[src/rtl/irq_entry_pkg.sv]
package irq_entry_pkg;
  localparam int SR_W    = 16;
  localparam int VEC_W   = 8;
  localparam int LVL_W   = 3;
  localparam int OFF_W   = 12;
  localparam int FMT_W   = 4;

  localparam int SRB_TRC_HI = 15;
  localparam int SRB_TRC_LO = 14;
  localparam int SRB_SUP    = 13;
  localparam int SRB_MST    = 12;
  localparam int SRB_MSK_HI = 10;
  localparam int SRB_MSK_LO = 8;

  localparam logic [VEC_W-1:0] VEC_SPURIOUS = 8'd24;
  localparam logic [FMT_W-1:0] FMT_NORMAL   = 4'h0;
  localparam logic [FMT_W-1:0] FMT_THROW    = 4'h1;

  typedef enum logic [1:0] {ST_IDLE, ST_IACK, ST_PUSH, ST_FETCH} seq_state_t;
  typedef enum logic [1:0] {RSP_NONE, RSP_DEVICE, RSP_AUTO, RSP_SPUR} iack_rsp_t;

  function automatic logic [LVL_W-1:0] sr_mask(input logic [SR_W-1:0] sr);
    return sr[SRB_MSK_HI:SRB_MSK_LO];
  endfunction

  function automatic logic accept_ok(input logic [LVL_W-1:0] lvl,
                                     input logic [LVL_W-1:0] mask);
    return (lvl != '0) && ((lvl > mask) || (lvl == 3'd7));
  endfunction

  function automatic logic [VEC_W-1:0] auto_vec(input logic [LVL_W-1:0] lvl);
    return VEC_SPURIOUS + VEC_W'(lvl);
  endfunction

  function automatic logic [OFF_W-1:0] vec_offset(input logic [VEC_W-1:0] vec);
    return {2'b00, vec, 2'b00};
  endfunction

  function automatic logic [SR_W-1:0] fmt_word(input logic [FMT_W-1:0] fmt,
                                                input logic [OFF_W-1:0] off);
    return {fmt, off};
  endfunction

  function automatic logic [SR_W-1:0] handler_sr(input logic [SR_W-1:0] sr,
                                                  input logic [LVL_W-1:0] lvl);
    logic [SR_W-1:0] r;
    r = sr;
    r[SRB_TRC_HI] = 1'b0;
    r[SRB_TRC_LO] = 1'b0;
    r[SRB_SUP]    = 1'b1;
    r[SRB_MST]    = 1'b0;
    r[SRB_MSK_HI:SRB_MSK_LO] = lvl;
    return r;
  endfunction
endpackage

[src/rtl/irq_vec_resolve.sv]
module irq_vec_resolve
  import irq_entry_pkg::*;
(
  input  logic             clk,
  input  logic             rst_n,
  input  logic             listen,
  input  logic [LVL_W-1:0] lvl,
  input  logic             rsp_ack,
  input  logic             rsp_avec,
  input  logic             rsp_berr,
  input  logic [VEC_W-1:0] rsp_data,
  output logic             resp_seen,
  output logic [VEC_W-1:0] vec_q
);
  iack_rsp_t        kind;
  logic [VEC_W-1:0] vec_d;

  always_comb begin
    kind  = RSP_NONE;
    vec_d = vec_q;
    if (listen) begin
      if (rsp_berr) begin
        kind  = RSP_SPUR;
        vec_d = VEC_SPURIOUS;
      end else if (rsp_avec) begin
        kind  = RSP_AUTO;
        vec_d = auto_vec(lvl);
      end else if (rsp_ack) begin
        kind  = RSP_DEVICE;
        vec_d = rsp_data;
      end
    end
  end

  assign resp_seen = (kind != RSP_NONE);

  always_ff @(posedge clk) begin
    if (!rst_n) vec_q <= '0;
    else        vec_q <= vec_d;
  end

  // bus error always yields the spurious vector
  p_spurious_vec_r5: assert property (@(posedge clk) disable iff (!rst_n)
    listen && rsp_berr |=> vec_q == 8'd24);

  // autovector is 24 plus the level, data byte ignored
  p_auto_vec_r4: assert property (@(posedge clk) disable iff (!rst_n)
    listen && rsp_avec && !rsp_berr |=> vec_q == 8'd24 + {5'd0, $past(lvl)});

  // plain acknowledge takes the device byte
  p_device_vec_r3: assert property (@(posedge clk) disable iff (!rst_n)
    listen && rsp_ack && !rsp_avec && !rsp_berr |=> vec_q == $past(rsp_data));
endmodule

[src/rtl/irq_frame_push.sv]
module irq_frame_push
  import irq_entry_pkg::*;
#(
  parameter int ADDR_W = 32
) (
  input  logic              clk,
  input  logic              rst_n,
  input  logic              start,
  input  logic              two_frames,
  input  logic [ADDR_W-1:0] sp_first,
  input  logic [ADDR_W-1:0] sp_second,
  input  logic [SR_W-1:0]   sr_saved,
  input  logic [SR_W-1:0]   sr_throw,
  input  logic [ADDR_W-1:0] pc,
  input  logic [OFF_W-1:0]  vec_off,
  output logic              mw_req,
  output logic [ADDR_W-1:0] mw_addr,
  output logic [SR_W-1:0]   mw_data,
  input  logic              mw_ack,
  output logic              fin
);
  localparam int WORDS_PER_FRAME = 4;
  localparam int IDX_W           = $clog2(2 * WORDS_PER_FRAME);
  localparam int WSEL_W          = $clog2(WORDS_PER_FRAME);

  logic              active;
  logic [IDX_W-1:0]  idx;
  logic              last;
  logic              sel_second;
  logic [WSEL_W-1:0] word;
  logic [ADDR_W-1:0] base;
  logic [ADDR_W-1:0] step;

  assign sel_second = idx[IDX_W-1];
  assign word       = idx[WSEL_W-1:0];
  assign last       = two_frames ? (idx == IDX_W'(2 * WORDS_PER_FRAME - 1))
                                 : (idx == IDX_W'(WORDS_PER_FRAME - 1));
  assign base       = sel_second ? sp_second : sp_first;
  assign step       = ADDR_W'({word, 1'b0}) + ADDR_W'(2);

  assign mw_req  = active;
  assign mw_addr = base - step;

  always_comb begin
    case (word)
      2'd0:    mw_data = fmt_word(sel_second ? FMT_THROW : FMT_NORMAL, vec_off);
      2'd1:    mw_data = SR_W'(pc);
      2'd2:    mw_data = SR_W'(pc >> 16);
      default: mw_data = sel_second ? sr_throw : sr_saved;
    endcase
  end

  always_ff @(posedge clk) begin
    if (!rst_n) begin
      active <= 1'b0;
      idx    <= '0;
      fin    <= 1'b0;
    end else begin
      fin <= active && mw_ack && last;
      if (start) begin
        active <= 1'b1;
        idx    <= '0;
      end else if (active && mw_ack) begin
        if (last) active <= 1'b0;
        else      idx    <= idx + 1'b1;
      end
    end
  end

  // pending write holds address and data
  p_write_hold_r11: assert property (@(posedge clk) disable iff (!rst_n)
    mw_req && !mw_ack |=> mw_req && $stable(mw_addr) && $stable(mw_data));

  // halfword writes land on even addresses
  p_even_addr_r6: assert property (@(posedge clk) disable iff (!rst_n)
    mw_req |-> !mw_addr[0]);

  // completion pulse is a single cycle
  p_fin_pulse_r6: assert property (@(posedge clk) disable iff (!rst_n)
    fin |=> !fin);
endmodule

[src/rtl/irq_entry_seq.sv]
module irq_entry_seq
  import irq_entry_pkg::*;
#(
  parameter int ADDR_W = 32
) (
  input  logic              clk,
  input  logic              rst_n,
  input  logic              irq_req,
  input  logic [2:0]        irq_lvl,
  input  logic [15:0]       cur_sr,
  input  logic [ADDR_W-1:0] cur_pc,
  input  logic [ADDR_W-1:0] cur_isp,
  input  logic [ADDR_W-1:0] cur_msp,
  input  logic [ADDR_W-1:0] vbr,
  output logic              busy,
  output logic              iack_req,
  output logic [2:0]        iack_lvl,
  input  logic              iack_ack,
  input  logic              iack_avec,
  input  logic              iack_berr,
  input  logic [7:0]        iack_data,
  output logic              mw_req,
  output logic [ADDR_W-1:0] mw_addr,
  output logic [15:0]       mw_data,
  input  logic              mw_ack,
  output logic              mr_req,
  output logic [ADDR_W-1:0] mr_addr,
  input  logic [ADDR_W-1:0] mr_data,
  input  logic              mr_ack,
  output logic              handler_go,
  output logic [ADDR_W-1:0] new_pc,
  output logic [15:0]       new_sr,
  output logic [ADDR_W-1:0] new_isp,
  output logic [ADDR_W-1:0] new_msp
);
  localparam int FRAME_BYTES = 8;

  seq_state_t        st;
  logic [LVL_W-1:0]  lvl_q;
  logic [SR_W-1:0]   sr_q;
  logic [ADDR_W-1:0] pc_q, isp_q, msp_q, vbr_q;

  logic              accept_now;
  logic              resp_seen;
  logic [VEC_W-1:0]  vec_q;
  logic              push_start;
  logic              push_fin;
  logic              m_set;
  logic [ADDR_W-1:0] sp_first;
  logic [SR_W-1:0]   sr_force;

  assign accept_now = (st == ST_IDLE) && irq_req && accept_ok(irq_lvl, sr_mask(cur_sr));
  assign busy       = (st != ST_IDLE);
  assign iack_req   = (st == ST_IACK);
  assign iack_lvl   = iack_req ? lvl_q : '0;
  assign push_start = iack_req && resp_seen;
  assign m_set      = sr_q[SRB_MST];
  assign sp_first   = m_set ? msp_q : isp_q;
  assign sr_force   = handler_sr(sr_q, lvl_q);
  assign mr_req     = (st == ST_FETCH);
  assign mr_addr    = vbr_q + ADDR_W'(vec_offset(vec_q));

  irq_vec_resolve u_vec (
    .clk       (clk),
    .rst_n     (rst_n),
    .listen    (iack_req),
    .lvl       (lvl_q),
    .rsp_ack   (iack_ack),
    .rsp_avec  (iack_avec),
    .rsp_berr  (iack_berr),
    .rsp_data  (iack_data),
    .resp_seen (resp_seen),
    .vec_q     (vec_q)
  );

  irq_frame_push #(.ADDR_W(ADDR_W)) u_push (
    .clk        (clk),
    .rst_n      (rst_n),
    .start      (push_start),
    .two_frames (m_set),
    .sp_first   (sp_first),
    .sp_second  (isp_q),
    .sr_saved   (sr_q),
    .sr_throw   (sr_force),
    .pc         (pc_q),
    .vec_off    (vec_offset(vec_q)),
    .mw_req     (mw_req),
    .mw_addr    (mw_addr),
    .mw_data    (mw_data),
    .mw_ack     (mw_ack),
    .fin        (push_fin)
  );

  always_ff @(posedge clk) begin
    if (!rst_n) begin
      st         <= ST_IDLE;
      lvl_q      <= '0;
      sr_q       <= '0;
      pc_q       <= '0;
      isp_q      <= '0;
      msp_q      <= '0;
      vbr_q      <= '0;
      handler_go <= 1'b0;
      new_pc     <= '0;
      new_sr     <= '0;
      new_isp    <= '0;
      new_msp    <= '0;
    end else begin
      handler_go <= 1'b0;
      case (st)
        ST_IDLE: if (accept_now) begin
          lvl_q <= irq_lvl;
          sr_q  <= cur_sr;
          pc_q  <= cur_pc;
          isp_q <= cur_isp;
          msp_q <= cur_msp;
          vbr_q <= vbr;
          st    <= ST_IACK;
        end
        ST_IACK:  if (resp_seen) st <= ST_PUSH;
        ST_PUSH:  if (push_fin)  st <= ST_FETCH;
        default: if (mr_ack) begin
          new_pc     <= mr_data;
          new_sr     <= sr_force;
          new_isp    <= isp_q - ADDR_W'(FRAME_BYTES);
          new_msp    <= m_set ? msp_q - ADDR_W'(FRAME_BYTES) : msp_q;
          handler_go <= 1'b1;
          st         <= ST_IDLE;
        end
      endcase
    end
  end

  // an entry only starts for a level above the mask, or level 7
  p_accept_rule_r1: assert property (@(posedge clk) disable iff (!rst_n)
    $rose(busy) |-> ($past(irq_lvl) == 3'd7) || ($past(irq_lvl) > $past(cur_sr[10:8])));

  // no bus activity outside an entry
  p_quiet_idle_r1: assert property (@(posedge clk) disable iff (!rst_n)
    !busy |-> !iack_req && !mw_req && !mr_req);

  // acknowledge level nonzero and steady while requested
  p_iack_level_r2: assert property (@(posedge clk) disable iff (!rst_n)
    iack_req |-> iack_lvl != 3'd0);
  p_iack_steady_r2: assert property (@(posedge clk) disable iff (!rst_n)
    iack_req && $past(iack_req) |-> $stable(iack_lvl));

  // handler start follows a completed table read
  p_go_after_read_r9: assert property (@(posedge clk) disable iff (!rst_n)
    handler_go |-> $past(mr_req && mr_ack) && !busy);

  // handler status register is supervisor, master clear, no trace
  p_final_sr_r10: assert property (@(posedge clk) disable iff (!rst_n)
    handler_go |-> new_sr[13] && !new_sr[12] && (new_sr[15:14] == 2'b00));

  // pending table read holds its address
  p_read_hold_r11: assert property (@(posedge clk) disable iff (!rst_n)
    mr_req && !mr_ack |=> mr_req && $stable(mr_addr));
endmodule

[config.mk]
export PLATFORM = sky130hd
export DESIGN_NAME = irq_entry_seq
export DESIGN_NICKNAME = d
export VERILOG_FILES = /design/src/rtl/irq_entry_pkg.sv /design/src/rtl/irq_vec_resolve.sv /design/src/rtl/irq_frame_push.sv /design/src/rtl/irq_entry_seq.sv
export SDC_FILE = /design/constraint.sdc
export NUM_CORES = 1
export LEC_CHECK = 0
export BUFFER_PORTS_ARGS = -buffer_cell sky130_fd_sc_hd__buf_4
export CAP_MARGIN = 20
export CORE_MARGIN = 2
export CORE_UTILIZATION = 30
export CTS_CLUSTER_SIZE = 14
export DETAILED_ROUTE_END_ITERATION = 7
export GPL_TIMING_DRIVEN = 1
export SLEW_MARGIN = 20
export SYNTH_ARGS = -nofsm -noshare
export SYNTH_HDL_FRONTEND = slang
export SYNTH_SLANG_ARGS = --single-unit
[constraint.sdc]
create_clock -name clk -period 11.21 [get_ports clk]
set_input_delay 1.121 -clock clk [delete_from_list [all_inputs] [get_ports clk]]
set_output_delay 1.121 -clock clk [all_outputs]
set_load 0.05 [all_outputs]
## After elaboration in Yosys (flattened, before gate mapping)

Cells that the tools add are included.

| storage, ports and cells | value |
|---|---|
| register bits | 272 |
| bits of input ports | 195 |
| output and inout bits | 200 |
| logic and storage cells | 87 |

| operators by class | value |
|---|---|
| add/sub/neg operators | 7 |
| order comparisons | 1 |
| equal/unequal tests | 11 |
| multiplexer cells | 24 |
| bitwise logic cells | 3 |
| reductions and logical operators | 25 |

Operators by type and width:

| cell | count |
|---|---|
| two-way mux 32 bit | 3 |
| subtractor 32 x 4 -> 32 bit, second input constant | 2 |
| one-hot mux 16 bit (3 select lines) | 1 |
| adder 32 x 10 -> 32 bit | 1 |
| subtractor 32 bit | 1 |
| two-way mux 8 bit | 3 |
| two-way mux 16 bit | 1 |
| two-way mux 2 bit | 7 |
| AND reduction 2 bit | 5 |
| nonzero test 2 bit | 4 |
| two-way mux 1 bit | 7 |
| adder 5 x 3 -> 6 bit, first input constant | 1 |
| == test 2 bit, second input constant | 3 |
| == test 3 bit, second input constant | 2 |
| logical AND 1 bit | 6 |
| one-hot mux 2 bit (3 select lines) | 1 |
| nonzero test 3 bit | 2 |
| adder 3 x 2 -> 4 bit, second input constant | 1 |
| == test 2 x 1 -> 1 bit, second input constant | 2 |
| zero test 2 bit | 2 |
| inequality test 2 x 1 -> 1 bit, second input constant | 2 |
| AND reduction 4 bit | 1 |
| nonzero test 4 bit | 1 |
| OR reduction 4 bit | 1 |
| 9 further kinds | 11 |

## Longest topological paths before layout

Gate-level depths: netlist of the first run.

| logic depth | value |
|---|---|
| depth after elaboration | 8 |
| gate-level depth with buffers | 15 |
| gate-level depth less buffers | 10 |

## Cells and area by module

A second synthesis of the first run with hierarchy kept.

| unflattened totals | value |
|---|---|
| cells, all modules | 1750 |
| area, all modules | 14217.4 um^2 |

Modules (own cells, without submodules):

| module | instances | cells an instance | area each (um^2) | seq. area each (um^2) |
|---|---|---|---|---|
| irq_entry_seq | 1 | 1456 | 11755.0 | 5185.0 |
| irq_frame_push | 1 | 262 | 2120.8 | 100.1 |
| irq_vec_resolve | 1 | 32 | 341.6 | 160.2 |

## Worst setup path after synthesis of the first run

Ideal clock, no wire load.

| timing | value |
|---|---|
| path kind | reg2out |
| start | register u_push.idx[2] |
| end | output mw_addr[17] |
| data arrival time | 4.339 ns |
| required time | 10.089 ns |
| slack | 5.750 ns |
| cell stages (with the launch flop) | 16 |
| buffers on the path | 5 |
| cells stage by stage | dfxtp_1 > nand2b_1 > buf_2 > buf_2 > buf_2 > buf_1 > mux2i_1 > ha_1 > fa_1 > nand2b_1 > o2111ai_1 > nor2_1 > clkbuf_1 > nand4_1 > xor2_1 > mux2i_1 |

| between the ends | value |
|---|---|
| word-level cells in the longest chain between the ends | 2 |

Ends and longest elaborated chain:

| item | line | RTL |
|---|---|---|
| start: declaration | irq_frame_push.sv:27 | `logic [IDX_W-1:0] idx;` |
| start signal: assignment | irq_frame_push.sv:65 | `else idx <= idx + 1'b1;` |
| two-way mux 32 bit | irq_frame_push.sv:38 | `assign base = sel_second ? sp_second : sp_first;` |
| subtractor 32 bit | irq_frame_push.sv:42 | `assign mw_addr = base - step;` |
| end: declaration | irq_entry_seq.sv:23 | `output logic [ADDR_W-1:0] mw_addr,` |

Every way passes these cells.

## Final worst setup path of the first run

| timing | value |
|---|---|
| start | register u_push.idx[0] |
| end | output mw_addr[25] |

| between the ends | value |
|---|---|
| word-level cells in the longest chain between the ends | 2 |

Ends and longest elaborated chain:

| item | line | RTL |
|---|---|---|
| adder 3 x 2 -> 4 bit | irq_frame_push.sv:39 | `assign step = ADDR_W'({word, 1'b0}) + ADDR_W'(2);` |
| subtractor 32 bit | irq_frame_push.sv:42 |  |

Every way passes these cells.

==> results.toml, run 1 <==
[status]
status = "finished clean"

[sta]
tns_ns = 0
timing.fmax_mhz = 161
min_period_over_period = 0.554
finalClockSkew_ns = 0.0231
setup_violations = 0
worstMarginPinSlew_ns = 1.09
hold_viol = 0
layout_min_cycle_time_ns = 6.21
slew_viol_final = 0
rsz0062_at_grt = "no"
relSlewSlack = 0.271
fin_ws_ns = 5.00

[yosys]
ys_types = 64
synth-edff-count = 0
synth_adder_area_share = 0.0280
netlist_area_sq_mm = 0.0131
yosys.area_share.simple = 0.244
netlist.area_leader.share = 0.417
yosysTopAreaCell = "dfxtp_1"
synth_top_family_by_area = "simple AND/OR/NAND/NOR gates"
ys_top_cells_by_area = "dfxtp_1 (42%), nand2_1 (13%), a21oi_1 (9.7%)"
synthMuxAreaShare = 0.0279
synth-xor-area-share = 0.0745
synth_async_sr_flop_share = 0
ys_ff_latch = 272
ys_seq_area_frac = 0.417
yosys_warnings = 0
netlist_instances = 1683
synth_top_flop_cell = "dfxtp_1"
synth_compound_area_frac = 0.161
syn_avg_cell_area_sq_um = 7.76

[clock_tree]
insertion_delay_ns = 0.54
path_clk_slew_ns = 0.06
numCtsBuffers = 35
cts-root-buf = "clkbuf_16"
cts_max_level = 2
clk_path_buf_depth = 3
cts_tree = "done"
postCtsHoldBufs = 0
postCtsResizedCells = 0
postCtsSetupRepairBufs = 0
cts_sinks = 272

[critical_path]
cp_common_cell = "ha_1"
crit_path_cell_trace = "ha_1, clkinv_1, ha_1, nand2b_1, o2111ai_1, nor2_1, nand4_4, or4_1, o211ai_1, buf_4"
worstSetupPathType = "flop to output pin"
max_stage_delay_ns = 0.88
path_delay_family = "simple AND/OR/NAND/NOR gates"
cp_data_arrival_time_ns = 5.09
endpoint_kind = "output pin"
worst-path-buf-inv = 2
startpoint_type = "flop"
critPathMaxFanout = 19
crit_required_ns = 10.09
crit_slowest_cell = "nor2_1"

[final_layout]
layout_commonest_cell = "nand2_1"
fillCellCount = 4426
layout_common_cells = "nand2_1 (443), buf_4 (396), dfxtp_1 (272)"
nNetsFinal = 2215
area_delta_synth_final_pct = 34.1
drive_above_1_share = 0.238

[placed_design]
numPortBuffers = 391
dpl.hpwl_microns = 36500
gp_congestion = 0.878
dpl_worst_slack_ns = 5.65

[floorplan]
fp-row-count = 76
core_sq_mm = 0.0430
initial_core_util = 0.304
ios = 395
die_w_microns = 213
die_h_microns = 213
die_area_sq_mm = 0.0452

[power]
ir_worst_vdd_uv = 246
leakage_uw = 0.00726
p_per_area_mw_per_mm2 = 223

[route]
wire_per_inst_microns = 19.1
vias_per_cell = 5.00
drt_iter0_drc = 796
drtPass1Iterations = 5
detail-route-antenna-nets = 0
via_count = 13000
wl_microns = 49800
drc = 0

[grt]
antenna_found_initial = 4
grt_overflow = 0
grt_usage = 0.214
grt_pass1_vias = 12500
grt_max_degree = 140
grt_pass1_wl_microns = 74000

[run]
max-cap-violations = 0

[worst_hold_path]
hold_class = "flop to flop"
final timing paths:
path / from / endpoint / slack [ns] / cells after the start
worst min register to register: pc_q[19]$_SDFFE_PN0P_ / pc_q[19]$_SDFFE_PN0P_ / 0.45 / 2
worst max register to register: st[0]$_SDFFE_PN0P_ / msp_q[14]$_SDFFE_PN0P_ / 7.94 / 9
worst min-delay path: pc_q[19]$_SDFFE_PN0P_ / pc_q[19]$_SDFFE_PN0P_ / 0.45 / 2
worst max-delay path: u_push.idx[0]$_SDFFE_PP0P_ / mw_addr[25] / 5.00 / 10
Yosys cell counts, types with 7 or more instances:
cell type,count
dfxtp_1,272
o21ai_0,42
and3_1,9
nand2b_1,8
nor4_1,14
nor2_1,93
nand2_1,445
or4_1,11
buf_2,11
nor3_1,34
a222oi_1,9
nand4_1,17
xor2_1,51
clkbuf_1,104
mux2i_1,33
nand3_1,28
or3_1,8
inv_1,22
xnor2_1,60
a211oi_1,31
buf_1,7
ha_1,26
a21oi_1,252
through the flow:
step | util | hold WS (ns) | power (uW) | instances | area, sq um
floorplan | - | 0.432 | 2260 | 1685 | 13100
finish | 0.407 | 0.454 | 3910 | 2602 | 17500
CTS | 0.407 | 0.454 | 3950 | 2600 | 17500
global placement | 0.379 | 0.443 | 2740 | 2540 | 16300
global route | 0.407 | 0.469 | 4110 | 2602 | 17500
detailed placement | 0.379 | 0.446 | 2750 | 2540 | 16300
final cells by class:
class / instances / area (sq um) / share of cell area
multi-input combinational: 1261 / 7030 / 0.401
clock inverter: 12 / 160 / 0.00915
clock buffer: 48 / 1050 / 0.0598
tap: 585 / 732 / 0.0418
timing repair buffer: 398 / 3000 / 0.171
sequential: 272 / 5450 / 0.311
antenna: 2 / 5.00 / 0.000286
inverter: 24 / 97.6 / 0.00557
worst min-delay path, cell delays in order (launching register included):
cell and delay (ns):
dfxtp_1 0.31, nand2_1 0.05, a21oi_1 0.05
layer usage:
metal / track usage / wire [microns] / vias to the layer above
met2: 0.355 / 23500 / 439
li1: - / - / 6345
met1: 0.262 / 20800 / 6128
met4: 0.0863 / 1570 / 4
met5: 0 / 26 / -
met3: 0.0598 / 3940 / 90
logic make-up (layout without fill, tap and decap cells):
kind of cell             Yosys count  after routing
AND/OR/NAND/NOR                  711            711
AO/OA/AOI/OAI                    372            372
flip-flops                       272            272
buffers and inverters            152            482
XOR/XNOR                         111            111
multiplexers                      36             36
adder cells (fa/ha/maj)           28             28
other                              1              5
sequential cells by signal (all words and copies together) (netlist names):
register and flops:
new_sr 13, pc_q 32, lvl_q 3, u_push.mw_req 1, u_vec.vec_q 8, handler_go 1, isp_q 32, new_pc 32
new_msp 32, msp_q 32, st 2, vbr_q 32, new_isp 32, sr_q 16, u_push.idx 3, u_push.fin 1
where the power goes:
group,switching [uW],internal (uW),total (uW)
registers,119,1060,1180
logic,1060,496,1550
clock network,439,742,1180
Power figures use the tool's default switching activity.
==> run 2: changes to the inputs <==
Settings changed: ABC_AREA set to 1.
Clock period 11.21 ns to 5.5 ns, I/O delays scaled along.
==> results.toml, run 2 <==
[sta]
relSlewSlack = 0.333
timing.fmax_mhz = 237
layout_min_cycle_time_ns = 4.23
hold_viol = 0
tns_ns = 0
min_period_over_period = 0.768
rsz0062_at_grt = "no"
worstMarginPinSlew_ns = 1.00
finalClockSkew_ns = 0.0137
setup_violations = 0
slew_viol_final = 0

[route]
wire_per_inst_microns = 17.8
drtPass1Iterations = 5
drc = 0
vias_per_cell = 4.85
wl_microns = 53300
via_count = 14500
detail-route-antenna-nets = 0
drt_iter0_drc = 1077

[run]
max-cap-violations = 0

[yosys]
yosys_warnings = 0
synth_most_common_cell = "nor2_1"
synth-edff-count = 0
syn_avg_cell_area_sq_um = 6.79
ys_ff_latch = 272
ys_top_cells_by_area = "dfxtp_1 (39%), nor2_1 (12%), o21ai_0 (10%)"
synth_top_flop_cell = "dfxtp_1"
netlist_area_sq_mm = 0.0139
ys_types = 48
synthTopCellsByCount = "nor2_1 (444), nand2_1 (308), o21ai_0 (281)"
netlist_instances = 2042
ys_seq_area_frac = 0.393
netlist.area_leader.share = 0.393
synth_async_sr_flop_share = 0
yosysTopAreaCell = "dfxtp_1"

[placed_design]
dpl.hpwl_microns = 40600
gp_congestion = 0.910
numPortBuffers = 391

[clock_tree]
cts-root-buf = "clkbuf_16"
postCtsResizedCells = 0
path_clk_slew_ns = 0.06
cts_tree = "done"
cts_sinks = 272
clk_path_buf_depth = 3
postCtsHoldBufs = 0
insertion_delay_ns = 0.59
numCtsBuffers = 31
cts_max_level = 1
postCtsSetupRepairBufs = 0

[critical_path]
critPathMaxFanout = 74
crit_required_ns = 4.95
endpoint_kind = "output pin"
startpoint_type = "flop"
worst-path-buf-inv = 4
worstSetupPathType = "flop to output pin"
r2r-end = "lvl_q[0]$_SDFFE_PN0P_"
crit_path_cell_trace = "nand2_8, o21ai_0, inv_1, ha_1, nand2_1, o21ai_0, inv_1, nand3_4, nor2_4, nand2_1, inv_1, nand2_1, nand2_1, nand2_1, buf_4"
reg2reg_slack_ns = 2.59
r2r-start = "st[0]$_SDFFE_PN0P_"
cp_common_cell = "nand2_1"
cp_data_arrival_time_ns = 3.68
path_delay_family = "simple AND/OR/NAND/NOR gates"
r2r_cells = 9
max_stage_delay_ns = 0.65
crit_slowest_cell = "dfxtp_1"

[worst_hold_path]
holdPathEnd = "pc_q[28]$_SDFFE_PN0P_"
hold_start = "cur_pc[28]"
hold_class = "input pin to flop"
hold_depth = 3

[final_layout]
drive_above_1_share = 0.207
layout_common_cells = "nor2_1 (444), buf_4 (400), nand2_1 (306)"
nNetsFinal = 2592
layout_commonest_cell = "nor2_1"
area_delta_synth_final_pct = 31.1

[floorplan]
initial_core_util = 0.305
die_area_sq_mm = 0.0479
fp-row-count = 78
die_w_microns = 219
die_h_microns = 219
core_sq_mm = 0.0455
ios = 395

[grt]
grt_pass1_vias = 13800
grt_pass1_wl_microns = 79400
grt_overflow = 0
antenna_found_initial = 4
grt_usage = 0.213
grt_max_degree = 182

[power]
leakage_uw = 0.00851
p_per_area_mw_per_mm2 = 435
finalPower_uw = 7900
ir_worst_vdd_uv = 294

[status]
status = "finished clean"
-- run 2: cell count changes in the layout (fill, tap and decap cells not counted), sizes merged, moves of 38 or more --
cell	before	now
a21oi	252	140
inv	23	189
nand2	446	313
nand3	28	66
nor2	93	461
o21ai	42	306
xnor2	60	10
-- run 2: worst min-delay path, stage by stage --
cell	delay, ns
buf_4	0.07
o21ai_0	0.07
nor2_1	0.07
-- run 2: power by group --
group	internal [uW]	switching, uW
sequential	2210	239
clock	1200	878
combinational	966	2410
-- run 2: metrics by stage --
step / area [sq um] / worst slack (ns) / std cells / hold WS [ns] / utilization
after global placement: 17100 / 1.92 / 2936 / 0.466 / 0.377
after detailed placement: 17100 / 1.87 / 2936 / 0.471 / 0.377
after floorplan: 13900 / 2.01 / 2044 / 0.447 / -
after CTS: 18200 / 1.22 / 2993 / 0.181 / 0.399
final: 18200 / 1.27 / 2997 / 0.212 / 0.400
after global routing: 18200 / 0.965 / 2997 / 0.208 / 0.400
-- run 2: area by class of cell --
cell class / count / area [sq um]
Antenna cell: 4 / 10.0
Inverter: 188 / 716
Tap cell: 600 / 751
Multi-Input combinational cell: 1474 / 7200
Sequential cell: 272 / 5450
Clock inverter: 13 / 139
Clock buffer: 44 / 875
Timing Repair Buffer: 402 / 3030
Fill cell: 4845 / 27300
-- run 2: kinds of logic (layout without fill, tap and decap cells) --
family,count (synthesis),in the layout,share of synthesized area
xor gates and xnor gates,68,68,0.0430
other,1,7,0.000271
buffers and inverters,298,647,0.0886
and+or+nand+nor,890,890,0.262
adders and majority gates,28,28,0.0264
muxes,2,2,0.00153
AOI/OAI and AO/OA,483,483,0.185
DFF,272,272,0.393
-- run 2: routing by layer --
layer  GRT usage  vias to the layer above  routed length, microns
met5           0                        -                       0
met4      0.0736                        0                    1770
met3      0.0392                       85                    3710
met2       0.351                      500                   24400
met1       0.279                     6723                   23500
li1            -                     7241                       -
-- run 2: worst max-delay path by stage --
stage                               start          end  slack (ns)  depth (start not counted)
finish              sr_q[12]$_SDFFE_PN0P_  mw_addr[26]        1.27                         15
global placement    sr_q[12]$_SDFFE_PN0P_  mw_addr[26]        1.92                         15
detailed placement  sr_q[12]$_SDFFE_PN0P_  mw_addr[26]        1.87                         15
global route        sr_q[12]$_SDFFE_PN0P_  mw_addr[26]        0.96                         15
floorplan           sr_q[12]$_SDFFE_PN0P_  mw_addr[10]        2.01                         15
CTS                 sr_q[12]$_SDFFE_PN0P_  mw_addr[26]        1.22                         15
